--- src/rtl/irq_pkg.sv ---
package irq_pkg;
   localparam int NUM_SRC  = 6;
   localparam int REG_W    = 8;
   localparam int NUM_PINS = 2;

   // source positions: the priority and the vector slot follow these indices
   localparam int SRC_T0     = 0;
   localparam int SRC_A_FALL = 1;
   localparam int SRC_T1     = 2;
   localparam int SRC_B_FALL = 3;
   localparam int SRC_A_RISE = 4;
   localparam int SRC_T2     = 5;

   // edge-enable code for a pin: bit 1 = rising, bit 0 = falling
   localparam logic [1:0] EDGE_BOTH = 2'b11;
   localparam logic [1:0] EDGE_FALL = 2'b01;

   typedef enum logic [1:0] {
      RS_ENABLE  = 2'd0,
      RS_PENDING = 2'd1,
      RS_FILTER  = 2'd2,
      RS_RESV    = 2'd3
   } reg_sel_e;
endpackage

--- src/rtl/irq_pin_edge.sv ---
module irq_pin_edge #(
   parameter int         SYNC_STAGES = 2,
   parameter int         HOLD_W      = 4,
   parameter logic       IDLE_LVL    = 1'b1,
   parameter logic [1:0] EDGES       = 2'b11
) (
   input  logic              clk,
   input  logic              rst_n,
   input  logic              pin_i,
   input  logic [HOLD_W-1:0] hold_i,
   output logic              rise_o,
   output logic              fall_o
);
   generate
      if (SYNC_STAGES < 2) begin : g_bad_sync
         $error("irq_pin_edge: SYNC_STAGES must be at least 2");
      end
      if (HOLD_W < 1) begin : g_bad_hold
         $error("irq_pin_edge: HOLD_W must be at least 1");
      end
   endgenerate

   logic [SYNC_STAGES-1:0] sync_q;
   logic                   lvl_q;
   logic [HOLD_W-1:0]      run_q;
   logic                   sampled;
   logic                   changed;
   logic                   held_ok;

   always_ff @(posedge clk or negedge rst_n) begin
      if (!rst_n) sync_q <= {SYNC_STAGES{IDLE_LVL}};
      else        sync_q <= {sync_q[SYNC_STAGES-2:0], pin_i};
   end

   assign sampled = sync_q[SYNC_STAGES-1];
   assign changed = sampled != lvl_q;
   assign held_ok = run_q >= hold_i;

   // run_q counts clocks the current level has been seen, saturating
   always_ff @(posedge clk or negedge rst_n) begin
      if (!rst_n) begin
         lvl_q <= IDLE_LVL;
         run_q <= '1;
      end else if (changed) begin
         lvl_q <= sampled;
         run_q <= HOLD_W'(1);
      end else if (run_q != '1) begin
         run_q <= run_q + HOLD_W'(1);
      end
   end

   generate
      if (EDGES[1]) begin : g_rise
         assign rise_o = changed & held_ok & sampled;
      end else begin : g_no_rise
         assign rise_o = 1'b0;
      end
      if (EDGES[0]) begin : g_fall
         assign fall_o = changed & held_ok & ~sampled;
      end else begin : g_no_fall
         assign fall_o = 1'b0;
      end
   endgenerate
endmodule

--- src/rtl/irq_prio_sel.sv ---
module irq_prio_sel #(
   parameter int N     = 6,
   parameter int IDX_W = (N > 1) ? $clog2(N) : 1
) (
   input  logic [N-1:0]     req_i,
   output logic             any_o,
   output logic [IDX_W-1:0] idx_o,
   output logic [N-1:0]     onehot_o
);
   generate
      if (N < 1) begin : g_bad_n
         $error("irq_prio_sel: N must be positive");
      end
   endgenerate

   always_comb begin
      idx_o = '0;
      for (int i = N - 1; i >= 0; i--) begin
         if (req_i[i]) idx_o = IDX_W'(i);
      end
      any_o    = |req_i;
      onehot_o = any_o ? (N'(1) << idx_o) : '0;
   end
endmodule

--- src/rtl/prio_irq_ctrl.sv ---
module prio_irq_ctrl #(
   parameter int         SYNC_STAGES = 2,
   parameter int         HOLD_W      = 4,
   parameter int         HOLD_RST    = 2,
   parameter int         VEC_W       = 8,
   parameter int         VEC_BASE    = 2,
   parameter int         VEC_STEP    = 2,
   parameter logic       PIN_IDLE    = 1'b1
) (
   input  logic                     clk,
   input  logic                     rst_n,
   input  logic [2:0]               tmr_pulse_i,
   input  logic                     ext_a_i,
   input  logic                     ext_b_i,
   input  logic                     reg_we_i,
   input  logic [1:0]               reg_addr_i,
   input  logic [irq_pkg::REG_W-1:0] reg_wdata_i,
   output logic [irq_pkg::REG_W-1:0] reg_rdata_o,
   input  logic                     mst_set_i,
   input  logic                     mst_clr_i,
   input  logic                     ack_i,
   input  logic                     ret_i,
   output logic                     irq_o,
   output logic [VEC_W-1:0]         vec_o
);
   import irq_pkg::*;

   localparam int IDX_W   = $clog2(NUM_SRC);
   localparam int VEC_TOP = VEC_BASE + VEC_STEP * (NUM_SRC - 1);
   localparam logic [1:0] PIN_EDGES [NUM_PINS] = '{EDGE_BOTH, EDGE_FALL};

   generate
      if (HOLD_W < 1 || HOLD_W > REG_W) begin : g_bad_hold
         $error("prio_irq_ctrl: HOLD_W must lie in 1..REG_W");
      end
      if (HOLD_RST < 0 || HOLD_RST >= (1 << HOLD_W)) begin : g_bad_hold_rst
         $error("prio_irq_ctrl: HOLD_RST does not fit HOLD_W");
      end
      if (VEC_TOP >= (1 << VEC_W) || VEC_BASE < 1) begin : g_bad_vec
         $error("prio_irq_ctrl: vector slots do not fit VEC_W");
      end
   endgenerate

   logic [NUM_SRC-1:0]  mask_q;
   logic                mstr_q;
   logic                mstr_d;
   logic [NUM_SRC-1:0]  req_q;
   logic [NUM_SRC-1:0]  req_d;
   logic [HOLD_W-1:0]   hold_q;
   logic [NUM_SRC-1:0]  src_set;
   logic [NUM_SRC-1:0]  clr_ack;
   logic [NUM_SRC-1:0]  clr_sw;
   logic [NUM_SRC-1:0]  pend;
   logic [NUM_SRC-1:0]  sel_oh;
   logic [IDX_W-1:0]    sel_idx;
   logic                sel_any;
   logic                ack_go;
   logic                wr_enable;
   logic                wr_pending;
   logic                wr_filter;
   logic [NUM_PINS-1:0] pin_in;
   logic [NUM_PINS-1:0] pin_rise;
   logic [NUM_PINS-1:0] pin_fall;
   logic                unused_wbits;

   // ---------------- pin edge front ends ----------------
   assign pin_in = {ext_b_i, ext_a_i};

   generate
      for (genvar p = 0; p < NUM_PINS; p++) begin : g_pin
         irq_pin_edge #(
            .SYNC_STAGES (SYNC_STAGES),
            .HOLD_W      (HOLD_W),
            .IDLE_LVL    (PIN_IDLE),
            .EDGES       (PIN_EDGES[p])
         ) u_edge (
            .clk    (clk),
            .rst_n  (rst_n),
            .pin_i  (pin_in[p]),
            .hold_i (hold_q),
            .rise_o (pin_rise[p]),
            .fall_o (pin_fall[p])
         );
      end
   endgenerate

   // ---------------- source map ----------------
   always_comb begin
      src_set             = '0;
      src_set[SRC_T0]     = tmr_pulse_i[0];
      src_set[SRC_T1]     = tmr_pulse_i[1];
      src_set[SRC_T2]     = tmr_pulse_i[2];
      src_set[SRC_A_FALL] = pin_fall[0];
      src_set[SRC_A_RISE] = pin_rise[0];
      src_set[SRC_B_FALL] = pin_fall[1] | pin_rise[1];
   end

   // ---------------- priority selection ----------------
   assign pend = req_q & mask_q;

   irq_prio_sel #(
      .N     (NUM_SRC),
      .IDX_W (IDX_W)
   ) u_sel (
      .req_i    (pend),
      .any_o    (sel_any),
      .idx_o    (sel_idx),
      .onehot_o (sel_oh)
   );

   assign irq_o  = mstr_q & sel_any;
   assign ack_go = ack_i & irq_o;
   assign vec_o  = sel_any ? VEC_W'(VEC_BASE + VEC_STEP * int'(sel_idx)) : '0;

   // ---------------- register port decode ----------------
   assign wr_enable  = reg_we_i && (reg_sel_e'(reg_addr_i) == RS_ENABLE);
   assign wr_pending = reg_we_i && (reg_sel_e'(reg_addr_i) == RS_PENDING);
   assign wr_filter  = reg_we_i && (reg_sel_e'(reg_addr_i) == RS_FILTER);
   assign unused_wbits = reg_wdata_i[6];

   // ---------------- pending bits ----------------
   assign clr_ack = ack_go ? sel_oh : '0;
   assign clr_sw  = wr_pending ? ~reg_wdata_i[NUM_SRC-1:0] : '0;
   assign req_d   = (req_q & ~(clr_ack | clr_sw)) | src_set;

   always_ff @(posedge clk or negedge rst_n) begin
      if (!rst_n) req_q <= '0;
      else        req_q <= req_d;
   end

   // ---------------- enables ----------------
   always_comb begin
      mstr_d = mstr_q;
      if (wr_enable)             mstr_d = reg_wdata_i[REG_W-1];
      if (mst_set_i || ret_i)    mstr_d = 1'b1;
      if (mst_clr_i || ack_go)   mstr_d = 1'b0;
   end

   always_ff @(posedge clk or negedge rst_n) begin
      if (!rst_n) begin
         mask_q <= '0;
         mstr_q <= 1'b0;
      end else begin
         mstr_q <= mstr_d;
         if (wr_enable) mask_q <= reg_wdata_i[NUM_SRC-1:0];
      end
   end

   always_ff @(posedge clk or negedge rst_n) begin
      if (!rst_n)         hold_q <= HOLD_W'(HOLD_RST);
      else if (wr_filter) hold_q <= reg_wdata_i[HOLD_W-1:0];
   end

   // ---------------- read mux ----------------
   always_comb begin
      reg_rdata_o = '0;
      unique case (reg_sel_e'(reg_addr_i))
         RS_ENABLE:  begin
            reg_rdata_o[NUM_SRC-1:0] = mask_q;
            reg_rdata_o[REG_W-1]     = mstr_q;
         end
         RS_PENDING: reg_rdata_o[NUM_SRC-1:0] = req_q;
         RS_FILTER:  reg_rdata_o[HOLD_W-1:0]  = hold_q;
         RS_RESV:    reg_rdata_o = '0;
         default:    reg_rdata_o = '0;
      endcase
   end
endmodule

--- config.mk ---
export PLATFORM = sky130hd
export DESIGN_NAME = prio_irq_ctrl
export DESIGN_NICKNAME = d
export VERILOG_FILES = /design/src/rtl/irq_pkg.sv /design/src/rtl/irq_pin_edge.sv /design/src/rtl/irq_prio_sel.sv /design/src/rtl/prio_irq_ctrl.sv
export SDC_FILE = /design/constraint.sdc
export NUM_CORES = 1
export LEC_CHECK = 0
export ABC_AREA = 0
export BUFFER_PORTS_ARGS = -buffer_cell sky130_fd_sc_hd__buf_4
export CORE_MARGIN = 5
export CORE_UTILIZATION = 40
export DETAILED_ROUTE_END_ITERATION = 8
export PLACE_DENSITY = 0.69
export SYNTH_ARGS = -nofsm -noshare
export SYNTH_HDL_FRONTEND = slang
export SYNTH_SLANG_ARGS = --single-unit
--- constraint.sdc ---
create_clock -name clk -period 1.89 [get_ports clk]
set_input_delay 0.189 -clock clk [delete_from_list [all_inputs] [get_ports clk]]
set_output_delay 0.189 -clock clk [all_outputs]
set_load 0.02 [all_outputs]
Yosys cells after proc, flatten, opt, wreduce, memory -nomap -nowiden --
Cells that the tools add are included.
Storage, ports and cells: register bits after elaboration 31, output and inout bits 17, bits of input ports 22
Operators by class: reductions and logical operators 10, bitwise operators 15, magnitude comparators 2, add/subtract/negate cells 3, multiplexer cells 20, shift-type cells 1, equal/unequal tests 7
Operators by type and width (count):
- $mux W3 | 6
- $mux W6 | 3
- $mux W4 | 4
- $pmux W4 S4 | 1
- $and A6 B6 Y6 | 2
- $not A6 Y6 | 2
- $or A6 B6 Y6 | 2
- $add A4 B1 Y4 const B | 2
- $ge A4 B4 Y1 | 2
- $ne A4 B4 Y1 const B | 2
- $and A1 B1 Y1 | 7
- $reduce_or A6 Y1 | 1
- $shl A1 B3 Y6 const A | 1
- $add A2 B4 Y5 const A | 1
- $mux W5 | 1
- $eq A2 B2 Y1 const B | 2
- $mux W1 | 4
- $pmux W2 S2 | 1
- $reduce_bool A2 Y1 | 2
- $logic_and A1 B1 Y1 | 3
- $reduce_bool A3 Y1 | 1
- $eq A2 B1 Y1 const B | 1
- $logic_not A2 Y1 | 1
- $logic_or A1 B1 Y1 | 2
- other kinds (2) | 4

Logic depth before layout (Yosys ltp) --
depth after elaboration 14, gate-level depth with buffers 8, depth with buffers taken out 8

Hierarchy --
Synthesis repeated with hierarchy kept, for this count alone.
Unflattened totals: cell total of the unflattened synthesis 186, area, all modules 1896.8 um^2
By module, submodules not included:
- prio_irq_ctrl | seq. area each 426.7 um^2, area each 985.9 um^2, times used 1, cells an instance 93
- irq_pin_edge at g_pin[1].u_edge | seq. area each 183.9 um^2, area each 402.9 um^2, times used 1, cells an instance 39
- irq_pin_edge at g_pin[0].u_edge | seq. area each 183.9 um^2, area each 397.9 um^2, times used 1, cells an instance 37
- irq_prio_sel | seq. area each 0.0 um^2, area each 110.1 um^2, times used 1, cells an instance 17

Least setup slack after synthesis --
OpenSTA, ideal clock, no wires.
kind register -> output, start reg req_q[4], end out vec_o[3], arrival time 1679 ps, slack 22 ps, cell stages (with the launch flop) 7, cells stage by stage dfrtp_1 -> nand2_1 -> a32o_1 -> a31o_2 -> ha_1 -> ha_1 -> nor2_1
On the way: cells in the longest elaborated chain, start to end 8, elaborated cells on any way between the ends 9, classes of those cells 1 x add/sub; 6 x mux; 1 x bitwise; 1 x reduce/logical
Ends and longest elaborated chain:
- from (decl) | RTL line prio_irq_ctrl.sv:47 | logic [NUM_SRC-1:0] req_q;
- from (signal assigned) | RTL line prio_irq_ctrl.sv:128 | else req_q <= req_d;
- $and A6 B6 Y6 * | RTL line prio_irq_ctrl.sv:99 | assign pend = req_q & mask_q;
- $mux W3 (5 in a row) | RTL line irq_prio_sel.sv:19 | if (req_i[i]) idx_o = IDX_W'(i);
- $add A2 B4 Y5 | RTL line prio_irq_ctrl.sv:113 | assign vec_o = sel_any ? VEC_W'(VEC_BASE + VEC_STEP * int'(sel_idx)) : '0;
- $mux W5 * | RTL line prio_irq_ctrl.sv:113
- to (decl) | RTL line prio_irq_ctrl.sv:24 | output logic [VEC_W-1:0] vec_o
Every way passes the cells marked *; elsewhere a longest branch is shown, timed or not.

Final worst setup path --
start reg req_q[1], end out vec_o[3]
On the way: cells in the longest elaborated chain, start to end 5, elaborated cells on any way between the ends 6, classes of those cells 1 x add/sub; 3 x mux; 1 x bitwise; 1 x reduce/logical
Ends and longest elaborated chain (RTL line):
- $and A6 B6 Y6 * | prio_irq_ctrl.sv:99
- $mux W3 (2 in a row) | irq_prio_sel.sv:19
- $add A2 B4 Y5 | prio_irq_ctrl.sv:113
- $mux W5 * | prio_irq_ctrl.sv:113
Marked as above.

==> impl_results.md <==
* Status: finished with violations
* Violated checks: negative setup slack
* CTS tree: built
* GP Congestion at 0.850
* Antenna violations before repair at 0
* Largest net degree at the start of global routing at 32
* Die height at 78.2 µm
* Antenna diodes at 0
* Synth warn at 0
* Clk slew on worst S/H paths at 0.06 ns
* Syn Inst Count at 180
* Reg2reg setup slack at 0.11 ns
* Seq/Total Area, Yosys at 0.428
* Initial Util at 0.418
* CTS Sinks at 31
* Post-synth EDFFs at 0
* Netlist cell types at 37
* DR pass1 iterations at 4
* Period utilisation layout at 1.07
* Ratio of cells with drive above 1 in the final layout at 0.391
* Avg Inst Size Synth at 10.3 µm²
* Final hold slack at 0.0121 ns
* Fillcell total at 395
* Layout area overhead at 28.9%
* GR Overflow Total at 0
* Root buffer cell: clkbuf_8
* GRT Total Usage at 0.144
* Setup Total Neg Slack at -0.202 ns
* RSZ-0062 raised after global routing: yes
* Worst min path class: input pin to flop
* Reg-to-Reg End: req_q[4]
* DR DRC count at 0
* Crit. Startpoint: req_q[1]
* CTS Buffer Depth at 2
* Vias at 1,485
* Leak Pwr at 0.00108 µW
* Worst Setup Start Kind: flop
* Max-cap viol count at 0
* First-pass GRT wire length at 6880 µm
* Worst setup path category: flop to primary output
* Final #Nets at 266
* Endpoints failing setup at 2
* VDD IR max at 0.586 mV
* Routed WL at 4180 µm
* Final HPWL from detailed placement at 3170 µm
* Routed Antenna Nets at 0
* Pwr Density at 1040 nW/µm²
* Yosys reg bits at 31
* Reg-to-reg startpoint: req_q[3]
* Synth async-reset ratio at 1.00
* Placed Cells at 271
* Die area at 6110 µm²
* Core area at 4440 µm²
* Final Worst Setup Slack at -0.140 ns
* Post-Synthesis Cell Area at 1860 µm²
* Maximum achievable frequency at 493 MHz
* Arrival @ worst endpoint at 1.84 ns
* Crit path required time at 1.70 ns
* Site Rows at 24
* Worst Setup End Kind: primary output
* Worst reg-to-reg path cell count at 6
* Number of buffers created by CTS at 5
* Non-Filler Instances at 282
* Max-slew violation count at 0
* Skew-Pair Late Insertion Delay at 0.28 ns
* Die width at 78.2 µm
* Vias in the first global route at 1,488
* Count of input and output buffers at 31
* Count of endpoints failing hold in the final timing report at 0
* Critical path peak fanout at 5
* Worst setup endpoint: vec_o[3]
* Skew final at 0.00201 ns
* Drt via density at 5.27
* First-iteration detailed-routing DRC count at 89
* Wire per inst at 14.8 µm
* Top_reg_cell synth: dfrtp_1
* Min Tclk post-route at 2.03 ns
* Total power at 2500 µW
* H-tree levels at 2
* I/O Pins at 39
==> per-layer routing <==
| metal | vias to the layer above | track usage | wire (µm) |
|---|---|---|---|
| li1 | 742 | - | - |
| met1 | 694 | 0.170 | 1880 |
| met2 | 41 | 0.240 | 1990 |
| met3 | 8 | 0.0458 | 231 |
| met4 | 0 | 0.0612 | 88 |
| met5 | - | 0 | 0 |
==> how the worst min path moves through the flow <==
stage,start,to,cells after the start
2_1_floorplan,rst_n,hold_q[0],0
3_3_place_gp,rst_n,hold_q[0],1
3_5_place_dp,rst_n,hold_q[0],1
4_1_cts,ext_a_i,g_pin[0].u_edge.sync_q[0],1
5_1_grt,ext_a_i,g_pin[0].u_edge.sync_q[0],1
6_report,ext_a_i,g_pin[0].u_edge.sync_q[0],1
==> metrics by stage <==
| stage | worst slack (ns) | instance area, µm² | utilization |
|---|---|---|---|
| 2_1_floorplan | 0.0225 | 1880 | - |
| 3_3_place_gp | 0.0680 | 2210 | 0.497 |
| 3_5_place_dp | 0.0673 | 2210 | 0.497 |
| 4_1_cts | -0.138 | 2360 | 0.531 |
| 5_1_grt | -0.188 | 2390 | 0.539 |
| 6_report | -0.140 | 2390 | 0.539 |
==> report_power, final <==
group	internal (µW)	leakage, µW	switching (µW)
combinational	525	0.000703	530
sequential	815	0.000338	129
clock	261	0.0000395	237
==> layout make-up <==
cell class	count	area [µm²]	share of cell area
Clock buffer	8	80.1	0.0334
Sequential cell	31	797	0.333
Tap cell	52	65.1	0.0272
Multi-Input combinational cell	137	1060	0.445
Timing Repair Buffer	47	362	0.151
Inverter	7	26.3	0.0110
==> cell families after synthesis <==
kind of cell             share of synthesized area
AO/OA/AOI/OAI                                0.135
XOR/XNOR                                    0.0141
adder cells (fa/ha/maj)                      0.101
buffers and inverters                       0.0492
flip-flops                                   0.428
multiplexers                                 0.109
other                                      0.00202
AND/OR/NAND/NOR                              0.162
==> state kept, by name, summed over array words and instances, names as in the netlist <==
name,cells
hold_q,4
g_pin.u_edge.sync_q,4
g_pin.u_edge.lvl_q,2
mstr_q,1
g_pin.u_edge.run_q,8
mask_q,6
req_q,6
==> synth_stat cells (all sizes together), types with 6 or more instances <==
cell type | count | area share
mux2i | 9 | 0.048
ha | 15 | 0.10
dfstp | 15 | 0.21
o21ai | 13 | 0.035
buf | 8 | 0.031
dfrtp | 16 | 0.22
nand3 | 8 | 0.022
nor2 | 13 | 0.026
mux2 | 10 | 0.061
nor3b | 6 | 0.030
nand2 | 12 | 0.024
inv | 7 | 0.014
==> repair_timing <==
item / in CTS / in global routing
hold buffers: 2 / 0
hold endpoints to repair: 17 / 0
endpoints found under the setup margin: 3 / 6
pin swaps: 7 / 6
gates cloned: 0 / 0
buffers inserted: 1 / 0
gates resized for setup: 7 / 10
==> layout by cell type (no fill, tap or decap), drive strengths merged, types with 3 or more instances in the layout <==
master	synthesis	final
a21oi	3	3
a22oi	3	3
a31oi	4	4
buf	8	45
clkbuf	2	8
conb	1	6
dfrtp	16	16
dfstp	15	15
ha	15	15
inv	7	7
mux2	10	10
mux2i	9	9
nand2	12	12
nand2b	4	4
nand3	8	8
nor2	13	13
nor3	4	4
nor3b	6	6
o21ai	13	13
o21bai	3	3
==> worst max-delay path: stages (launching register included) <==
cell and delay (ns):
dfrtp_1 0.42, a22o_1 0.29, or3_4 0.41, ha_4 0.29
nor2_4 0.03, buf_6 0.12
(Power assumes the default switching activity.)
